## config.mk

```make
export PLATFORM = sky130hd
export DESIGN_NAME = crc_fold128
export DESIGN_NICKNAME = d
export VERILOG_FILES = /design/src/rtl/crc_fold128.sv
export SDC_FILE = /design/constraint.sdc
export NUM_CORES = 1
export LEC_CHECK = 0
export BUFFER_PORTS_ARGS = -buffer_cell sky130_fd_sc_hd__buf_2
export CORE_ASPECT_RATIO = 1.25
export CORE_MARGIN = 3
export CORE_UTILIZATION = 55
export DETAILED_ROUTE_END_ITERATION = 16
export GPL_TIMING_DRIVEN = 0
export PLACE_DENSITY_LB_ADDON = 0.25
export SYNTH_ARGS = -nofsm -noshare
export SYNTH_HDL_FRONTEND = slang
export SYNTH_SLANG_ARGS = --single-unit
```

## constraint.sdc

```tcl
create_clock -name clk -period 3.1 [get_ports clk]
set_clock_uncertainty 0.05 [all_clocks]
set_input_delay 0.62 -clock clk [delete_from_list [all_inputs] [get_ports clk]]
set_output_delay 0.62 -clock clk [all_outputs]
set_load 0.01 [all_outputs]
```

## src/rtl/crc_fold128.sv

```systemverilog
module crc_fold128 #(
  parameter logic [63:0] K_LO = 64'h00295F23_00000000,
  parameter logic [63:0] K_HI = 64'hFAFA5179_00000000
) (
  input  logic         clk,
  input  logic         rst_n,
  input  logic         in_valid,
  input  logic         in_first,
  input  logic [127:0] in_data,
  output logic [127:0] acc_o
);

  function automatic logic [127:0] clmul64(input logic [63:0] a, input logic [63:0] b);
    logic [127:0] p;
    p = '0;
    for (int i = 0; i < 64; i++)
      if (b[i]) p = p ^ ({64'b0, a} << i);
    return p;
  endfunction

  function automatic logic [127:0] bswap(input logic [127:0] d);
    logic [127:0] r;
    for (int k = 0; k < 16; k++)
      r[127-8*k -: 8] = d[8*k +: 8];
    return r;
  endfunction

  logic [127:0] acc_q, blk, moved;

  assign blk   = bswap(in_data);
  assign moved = clmul64(acc_q[63:0], K_LO) ^ clmul64(acc_q[127:64], K_HI);
  assign acc_o = acc_q;

  always_ff @(posedge clk or negedge rst_n) begin
    if (!rst_n)
      acc_q <= '0;
    else if (in_valid)
      acc_q <= in_first ? blk : (moved ^ blk);
  end

endmodule


```

=== Yosys cells after proc, flatten, opt, wreduce, memory -nomap -nowiden ===
Index checks and enable logic that the tools add are counted.

* Bits in registers: 128

* Multiplexer cells: 1
* Bitwise logic cells: 32

{| class="wikitable"
|+ Operators by type and width
! kind !! count
|-
| $xor A128 B128 Y128 || 2
|-
| $mux W128 || 1
|-
| $xor A128 B108 Y128 || 1
|-
| $xor A128 B110 Y128 || 1
|-
| $xor A128 B113 Y128 || 1
|-
| $xor A128 B115 Y128 || 1
|-
| $xor A128 B116 Y128 || 1
|-
| $xor A128 B117 Y128 || 1
|-
| $xor A128 B118 Y128 || 1
|-
| $xor A128 B119 Y128 || 1
|-
| $xor A128 B121 Y128 || 1
|-
| $xor A128 B123 Y128 || 1
|-
| $xor A128 B124 Y128 || 1
|-
| $xor A128 B125 Y128 || 1
|-
| $xor A128 B126 Y128 || 1
|-
| $xor A128 B127 Y128 || 1
|-
| $xor A115 B117 Y117 || 1
|-
| $xor A112 B115 Y115 || 1
|-
| $xor A110 B112 Y112 || 1
|-
| $xor A108 B110 Y110 || 1
|-
| $xor A107 B108 Y108 || 1
|-
| $xor A106 B107 Y107 || 1
|-
| $xor A105 B106 Y106 || 1
|-
| $xor A104 B105 Y105 || 1
|-
| other kinds (8) || 8
|}

=== Depth between registers and ports, before layout ===
Gate-level depths: netlist of the first run.

* Word-level depth: 22
* Mapped depth: 8

=== Worst setup path before layout of the first run ===
No wires, ideal clock.

* Path type: register to register
* Start point: register acc_q[65] (netlist: acc_o[65])
* End point: register acc_q[61] (netlist: acc_o[61])
* Library setup time: 0.136 ns
* Arrival: 2.348 ns
* Path slack: 0.565 ns
* Cell stages (with the launch flop): 9
* Clock period less this slack: 2.535 ns
* Cells stage by stage: dfrtp_1 > buf_4 > xor2_1 > xor3_1 > xnor2_1 > xor2_1 > xnor2_1 > nor2_1 > or3b_2

* Longest elaborated chain between the ends: 7

{| class="wikitable"
|+ RTL lines
! what !! line !! source
|-
| start: declaration || 28 || <nowiki>logic [127:0] acc_q, blk, moved;</nowiki>
|-
| start signal: assignment || 38 || <nowiki>acc_q <= in_first ? blk : (moved ^ blk);</nowiki>
|-
| $xor A128 B124 Y128 || 17 || <nowiki>if (b[i]) p = p ^ ({64'b0, a} << i);</nowiki>
|-
| $xor A128 B125 Y128 || 17 ||
|-
| $xor A128 B126 Y128 || 17 ||
|-
| $xor A128 B127 Y128 || 17 ||
|-
| $xor A128 B128 Y128 || 31 || <nowiki>assign moved = clmul64(acc_q[63:0], K_LO) ^ clmul64(acc_q[127:64], K_HI);</nowiki>
|-
| $xor A128 B128 Y128 || 38 ||
|-
| $mux W128 || 38 ||
|}

No other way between the ends.
A chain may end at the register's enable or synchronous reset.

=== Worst setup path in the final report of the first run ===
* Start point: register acc_q[42] (netlist: acc_o[42])
* End point: register acc_q[86] (netlist: acc_o[86])

* Longest elaborated chain between the ends: 8

{| class="wikitable"
|+ RTL lines
! what !! line
|-
| $xor A107 B108 Y108 || 17
|-
| $xor A108 B110 Y110 || 17
|-
| $xor A110 B112 Y112 || 17
|-
| $xor A112 B115 Y115 || 17
|-
| $xor A115 B117 Y117 || 17
|-
| $xor A128 B128 Y128 || 31
|-
| $xor A128 B128 Y128 || 38
|-
| $mux W128 || 38
|}

No other way between the ends.

==> flow_summary.toml, run 1 <==
[critical_path]
critPathMaxFanout = 6
crit_arrival_ns = 3.39
critPathLaunchType = "flip-flop"
crit_required_ns = 3.37
worst_setup_path_end_kind = "flip-flop"
path_class = "reg -> reg"
r2r_cells = 8

[synth]
netlist_area_sq_um = 16900
yosysTopAreaCell = "xnor2_1"
synth_ff_type = "dfrtp_1"
yosysMostFrequentCell = "xnor2_1"
ys_ff_latch = 128
ys_seq_area_share_pct = 19.0
ys_top_cells_by_area = "xnor2_1 29%, xnor3_1 26%, dfrtp_1 19%, xor2_1 6.6%, nor2_1 3.7%"
ys_top_cells_by_count = "549 x xnor2_1, 198 x xnor3_1, 167 x nor2_1, 128 x dfrtp_1, 128 x xor2_1"
synth_edf_count = 0
syn_nets = 1681
synth_top_area_share_pct = 28.5
async_flop_share_pct = 100
syn_area_per_cell_sq_um = 10.9
synthCells = 1549
synth_cell_type_count = 36
yosysWarnings = 0

[route]
drt.antenna.violating_nets = 0
vias_per_cell = 5.64
num_vias = 12600
totalWireLength_mm = 60.5
drc = 0
firstDrtPassIters = 5
drt_iter0_markers = 1092
wl_per_cell_um = 27.0

[timing]
slew_headroom_pct = 23.7
setup_viol = 2
hold_violations = 0
finalWorstSetupSlack_ns = -0.0136
max_freq_mhz = 321
worst_slew_pin_slew_ns = 1.14
slew_viol_final = 0
finalCriticalPeriod_ns = 3.11
period_share_pct = 100
rsz0062_at_grt = "no"

[clock_tree]
clk-insertion-delay-late_ns = 0.45
numCtsBuffers = 17
cts_root_buf = "clkbuf_16"
cts_setup_buffers = 0
cts_tree = "done"
cts.sinks = 128
cts_max_path_buffers = 2
path_clk_slew_ns = 0.06
htreeDepth = 4

[cells_and_area]
syn2layout_area_growth_pct = 15.1
drive_above_1_share_pct = 24.0
antenna_cells = 0
largest_reg_flops = 128
finalNetCount = 1958

[floorplan]
die_w_um = 163
ioPinCount = 260
row_count = 71
fp.dieArea_sq_um = 32800
core-area_sq_um = 30200
die_h_um = 202
start_util_pct = 55.8

[placed_design]
hpwl_mm = 48.9
place_congestion = 1.02
numPortBuffers = 257
pre_cts_ws_ns = -0.111

[min_path]
hold_path_class = "in -> async"

[global_routing]
gr-total-overflow = 0
grtUsageTotal_pct = 36.9
antenna_found_initial = 0
grt_pass1_vias = 13000
grt_first_pass_wirelength_mm = 86.0
grt_max_degree = 73

[run]
maxCapViolations = 0

[status]
outcome = "complete, but fails checks"
violations = "negative setup slack"
-- stage by stage --
stage	instances	TNS, ns	area, sq um	utilization [%]	hold slack, ns
floorplan	1549	0	16900	-	0.274
global placement	2207	-52.66	18700	61.8	0.619
detailed placement	2208	-0.293	18700	61.9	0.572
CTS	2239	0	19400	64.2	0.105
global route	2239	0	19400	64.3	0.124
finish	2239	-0.0146	19400	64.3	0.0708
-- logic make-up after synthesis --
family | Yosys count | share of synthesized area [%]
AO/OA/AOI/OAI | 102 | 3.10
XOR/XNOR | 909 | 65.7
buffers and inverters | 164 | 4.63
flip-flops | 128 | 19.0
multiplexers | 33 | 2.20
AND/OR/NAND/NOR | 213 | 5.35
-- repair_timing --
action | 4_1_cts | 5_1_grt
hold buffers | 0 | 0
gates resized for setup | 6 | 3
setup endpoints to repair | 6 | 3
cloned | 0 | 0
-- worst paths after layout --
check | slack, ns | end | startpoint
worst min-delay path | 0.07 | acc_o[123] | rst_n
worst max register to register | -0.01 | acc_o[86] | acc_o[42]
max in group asynchronous | 2.14 | acc_o[37] | rst_n
worst min register to register | 0.64 | acc_o[16] | acc_o[16]
min in group clk | 0.35 | acc_o[13] | in_data[117]
worst max-delay path | -0.01 | acc_o[86] | acc_o[42]
-- cells in the final DEF (no fill, tap or decap), types with 4 or more instances in the layout --
cell type and count:
dfrtp_1 128, buf_6 4, or3_1 6, clkbuf_16 17, xor2_1 126, buf_2 324
nand2_1 6, inv_1 4, nor2_1 167, clkbuf_1 72, xor2_2 5, mux2_2 33
nand3_1 9, xnor2_1 543, a31oi_1 10, o21ai_0 9, xnor2_2 18, bufinv_16 5
nor2b_1 6, buf_4 15, nand2b_1 6, xnor3_1 198, xor3_1 14, a21oi_1 83
-- worst max-delay path, cell delays in order, from the launching register on --
cell,delay [ns]
dfrtp_1,0.35
clkbuf_1,0.60
xor2_1,0.19
xnor2_1,0.34
xnor2_1,0.25
xnor3_1,0.32
xor2_1,0.44
nor2_1,0.09
or3b_1,0.35
-- final cells by class --
cell class,count,area (sq um)
multi-input cells,1257,13000
fillers,2523,10800
flip-flops and latches,128,3200
repair buffers,258,1320
plain buffers,160,766
well taps,401,502
clock buffers,20,457
clock inverters,11,204
inverters,4,15.0
-- routing by layer --
layer | up-vias | track usage, % | wire length (um)
li1 | 5487 | - | -
met1 | 6177 | 40.9 | 20400
met2 | 718 | 63.3 | 29900
met3 | 247 | 5.99 | 4580
met4 | 0 | 27.8 | 5560
met5 | - | 0 | 0
Power of run 1 is not shown: default switching activity piles up to over one toggle a cycle in this logic, so the estimate is an artifact.
==> run 2: changes to the inputs <==
--- a/config.mk
+++ b/config.mk
@@ -6,7 +6,6 @@
 export NUM_CORES = 1
 export LEC_CHECK = 0
 export BUFFER_PORTS_ARGS = -buffer_cell sky130_fd_sc_hd__buf_2
-export CORE_ASPECT_RATIO = 1.25
 export CORE_MARGIN = 3
 export CORE_UTILIZATION = 55
 export DETAILED_ROUTE_END_ITERATION = 16
==> flow_summary.toml, run 2 (same netlist as run 1, synthesis figures left out) <==
[status]
outcome = "completed"

[timing]
max_freq_mhz = 327
period_share_pct = 98.7
rsz0062_at_grt = "no"
hold_violations = 0
slew_viol_final = 0
worst_slew_pin_slew_ns = 1.20
setup_viol = 0
finalCriticalPeriod_ns = 3.06
slew_headroom_pct = 19.9

[route]
drt_iter0_markers = 1176
wl_per_cell_um = 25.6
drt.antenna.violating_nets = 0
firstDrtPassIters = 5
totalWireLength_mm = 57.2
drc = 0
num_vias = 12500
vias_per_cell = 5.59

[critical_path]
r2r_cells = 8
path_class = "reg -> reg"
crit_required_ns = 3.36
critPathMaxFanout = 8
critPathLaunchType = "flip-flop"
r2r_slack_ns = 0.04
r2r-start = "acc_o[92]"
crit_start = "acc_o[92]"
crit_arrival_ns = 3.32
worst_setup_path_end_kind = "flip-flop"

[global_routing]
grt_util_met2_pct = 52.3
gr-usage-met1_pct = 46.4
grt_first_pass_wirelength_mm = 82.6
grt_use_met3_pct = 10.8
grtUsageTotal_pct = 34.7
grt_pass1_vias = 12600
grt_max_degree = 72
grt_busiest_layer = "met2"
gr-total-overflow = 0
antenna_found_initial = 2

[cells_and_area]
finalNetCount = 1957
final_cell_area_sq_um = 19300
drive_above_1_share_pct = 24.3
final_common_cell = "xnor2_1"
syn2layout_area_growth_pct = 14.5
largest_reg_flops = 128
layout_common_cells = "542 x xnor2_1, 324 x buf_2, 197 x xnor3_1"

[floorplan]
core-area_sq_um = 30000
fp.dieArea_sq_um = 32800
die_h_um = 181
die_w_um = 181
row_count = 63
start_util_pct = 56.3
ioPinCount = 260

[min_path]
hold_path_class = "in -> async"

[clock_tree]
htreeDepth = 4
cts_tree = "done"
cts.sinks = 128
numCtsBuffers = 17
holdBufCountCts = 0
clk-insertion-delay-late_ns = 0.45
path_clk_slew_ns = 0.06
cts_max_path_buffers = 2
cts_root_buf = "clkbuf_16"

[run]
maxCapViolations = 0

[placed_design]
hpwl_mm = 46.4
place_congestion = 1.02
dpl_cell_area_sq_um = 18700
numPortBuffers = 257
[run 2: cell count changes in the layout (fill, tap and decap cells not counted)]
cell        change
xnor2_2         +2
clkinv_2        +3
buf_4           +1
bufinv_16       -4
xnor3_2         +1
clkinvlp_4      +2
xnor3_1         -1
clkinv_4        +1
clkbuf_1        -2
xnor2_4         -1
xnor2_1         -1
diode_2         +1
inv_8           -1
[run 2: through the flow]
step | hold slack (ns) | std cells | util (%) | setup TNS [ns] | setup slack [ns]
global route | 0.133 | 2228 | 64.5 | 0 | 0.0227
floorplan | 0.274 | 1549 | - | 0 | 0.565
finish | 0.0930 | 2229 | 64.5 | 0 | 0.0416
detailed placement | 0.589 | 2197 | 62.3 | -0.0300 | -0.0300
CTS | 0.115 | 2229 | 64.3 | 0 | 0.0143
global placement | 0.626 | 2196 | 62.2 | -55.86 | -0.456
[run 2: worst paths after layout]
path	endpoint
min reg2reg	acc_o[103]
max reg2reg	acc_o[72]
max	acc_o[72]
max in group asynchronous	acc_o[82]
min in group clk	acc_o[3]
min	acc_o[68]
[run 2: area by class of cell]
type                    count  area (sq um)
fillers                  2476         10600
repair buffers            259          1330
clock buffers              20           457
flip-flops and latches    128          3200
plain buffers             158           758
multi-input cells        1257         13000
clock inverters            12           111
diodes                      1          2.50
inverters                   4          15.0
well taps                 390           488
[run 2: layer usage]
layer  share of wire (%)  up-vias
met1                  40     6064
met2                  44      772
met4                 4.7        0
met5                   0        -
met3                  12      135
li1                    -     5487
[run 2: worst max-delay path: stages (launching register included)]
cell	delay [ns]
dfrtp_1	0.36
buf_2	0.24
xnor2_2	0.40
xnor3_1	0.48
xnor2_1	0.46
xnor3_1	0.56
nor2_1	0.16
xnor2_1	0.13
a21oi_1	0.08
[run 2: timing repair]
item / CTS / global route
cloned: 0 / 0
gates resized for setup: 3 / 7
setup buffers: 0 / 1
pin swaps: 0 / 1
setup endpoints to repair: 3 / 6
Power of run 2 is left out for the same reason.
==> run 3: changes to the inputs <==
--- a/config.mk
+++ b/config.mk
@@ -7,7 +7,7 @@
 export LEC_CHECK = 0
 export BUFFER_PORTS_ARGS = -buffer_cell sky130_fd_sc_hd__buf_2
 export CORE_MARGIN = 3
-export CORE_UTILIZATION = 55
+export CORE_UTILIZATION = 60
 export DETAILED_ROUTE_END_ITERATION = 16
 export GPL_TIMING_DRIVEN = 0
 export PLACE_DENSITY_LB_ADDON = 0.25
==> flow_summary.toml, run 3 (same netlist as run 1, synthesis figures left out) <==
[status]
outcome = "completed"

[clock_tree]
cts_tree = "done"
cts.sinks = 128
numCtsBuffers = 17
holdBufCountCts = 0
htreeDepth = 4
cts_max_path_buffers = 2
path_clk_slew_ns = 0.08
cts_root_buf = "clkbuf_16"
clk-insertion-delay-late_ns = 0.44

[critical_path]
reg2reg_to = "acc_o[79]"
worst_setup_path_end_kind = "flip-flop"
r2r_cells = 8
critPathMaxFanout = 8
r2r-start = "acc_o[82]"
r2r_slack_ns = 0.03
critPathLaunchType = "flip-flop"
crit_required_ns = 3.35
crit_arrival_ns = 3.32
path_class = "reg -> reg"

[route]
wl_per_cell_um = 26.8
totalWireLength_mm = 59.3
drt.antenna.violating_nets = 0
drc = 0
vias_per_cell = 5.81
num_vias = 12800
drt_iter0_markers = 1500
firstDrtPassIters = 5

[timing]
max_freq_mhz = 326
worst_slew_pin_slew_ns = 1.10
slew_viol_final = 0
period_share_pct = 99.0
finalCriticalPeriod_ns = 3.07
rsz0062_at_grt = "no"
finalWorstSetupSlack_ns = 0.0312
hold_violations = 0
slew_headroom_pct = 26.6
setup_viol = 0

[cells_and_area]
final_cell_area_sq_um = 19300
largest_reg_flops = 128
antenna_cells = 0
final_common_cell = "xnor2_1"
syn2layout_area_growth_pct = 14.4
finalNetCount = 1958
layout_common_cells = "543 x xnor2_1, 323 x buf_2, 198 x xnor3_1"
final_util_pct = 70.6
fillers = 2175
drive_above_1_share_pct = 24.3
instances_no_fill = 2211

[placed_design]
dpl_cell_area_sq_um = 18700
hpwl_mm = 47.6
place_congestion = 1.01
place_inst = 2179
numPortBuffers = 257
pre_cts_ws_ns = -0.0756

[global_routing]
grt_max_degree = 68
grt_first_pass_wirelength_mm = 86.5
antenna_found_initial = 1
grt_pass1_vias = 12900
grtUsageTotal_pct = 39.2
gr-total-overflow = 0

[floorplan]
ioPinCount = 260
die_w_um = 174
die_h_um = 174
core-area_sq_um = 27300
row_count = 60
fp.dieArea_sq_um = 30200
start_util_pct = 61.7

[min_path]
hold_path_class = "in -> async"

[run]
maxCapViolations = 0
-- run 3: cell types whose count changed in the layout (fill, tap and decap cells not counted), moves of 2 or more --
cell	previous run	this run
clkinv_2	3	1
xnor2_2	20	18
clkbuf_8	2	0
inv_8	0	4
clkinv_4	4	1
inv_6	1	6
-- run 3: how the worst max path moves through the flow --
stage / start / cells after the start / slack [ns] / to
global route: acc_o[38] / 8 / 0.00002 / acc_o[84]
finish: acc_o[82] / 8 / 0.03 / acc_o[79]
CTS: acc_o[111] / 8 / 0.001 / acc_o[84]
detailed placement: acc_o[22] / 8 / -0.08 / acc_o[66]
global placement: rst_n / 1 / -0.42 / acc_o[40]
floorplan: acc_o[65] / 8 / 0.57 / acc_o[61]
-- run 3: metal layers --
metal  track usage [%]  part of all wire, %  vias to the layer above  wire length [um]
met4              12.4                  3.6                        0              2160
met1              55.8                   40                     6346             24000
met5                 0                    0                        -                 0
met2              59.7                   44                      881             25800
li1                  -                    -                     5483                 -
met3              9.31                   12                      130              7340
-- run 3: area by class of cell --
type | instances | area (sq um) | share of cell area, %
timing repair buffer | 260 | 1340 | 6.92
clock buffer | 17 | 425 | 2.20
multi-input combinational | 1257 | 13000 | 67.1
buffer | 158 | 761 | 3.94
inverter | 4 | 15.0 | 0.0778
clock inverter | 15 | 143 | 0.739
tap | 372 | 465 | 2.41
sequential | 128 | 3200 | 16.6
-- run 3: repair_timing --
action                                 4_1_cts  5_1_grt
gates resized for setup                      3        7
endpoints found under the hold margin        0        0
setup buffers                                0        2
setup endpoints to repair                    3        7
pin swaps                                    0        1
-- run 3: per-stage QoR --
stage	setup TNS [ns]	hold slack, ns
after floorplan	0	0.274
after global routing	0	0.161
after global placement	-50.33	0.635
after detailed placement	-0.142	0.592
final	0	0.106
after CTS	0	0.135
-- run 3: worst max-delay path, stage by stage, from the launching register on --
cell and delay (ns):
dfrtp_1 0.38, buf_2 0.40, xnor3_1 0.53, xor2_1 0.18
xnor2_1 0.41, xnor3_1 0.58, nor2_1 0.17, xnor2_1 0.14
a21oi_1 0.08
Power of run 3 is left out for the same reason.
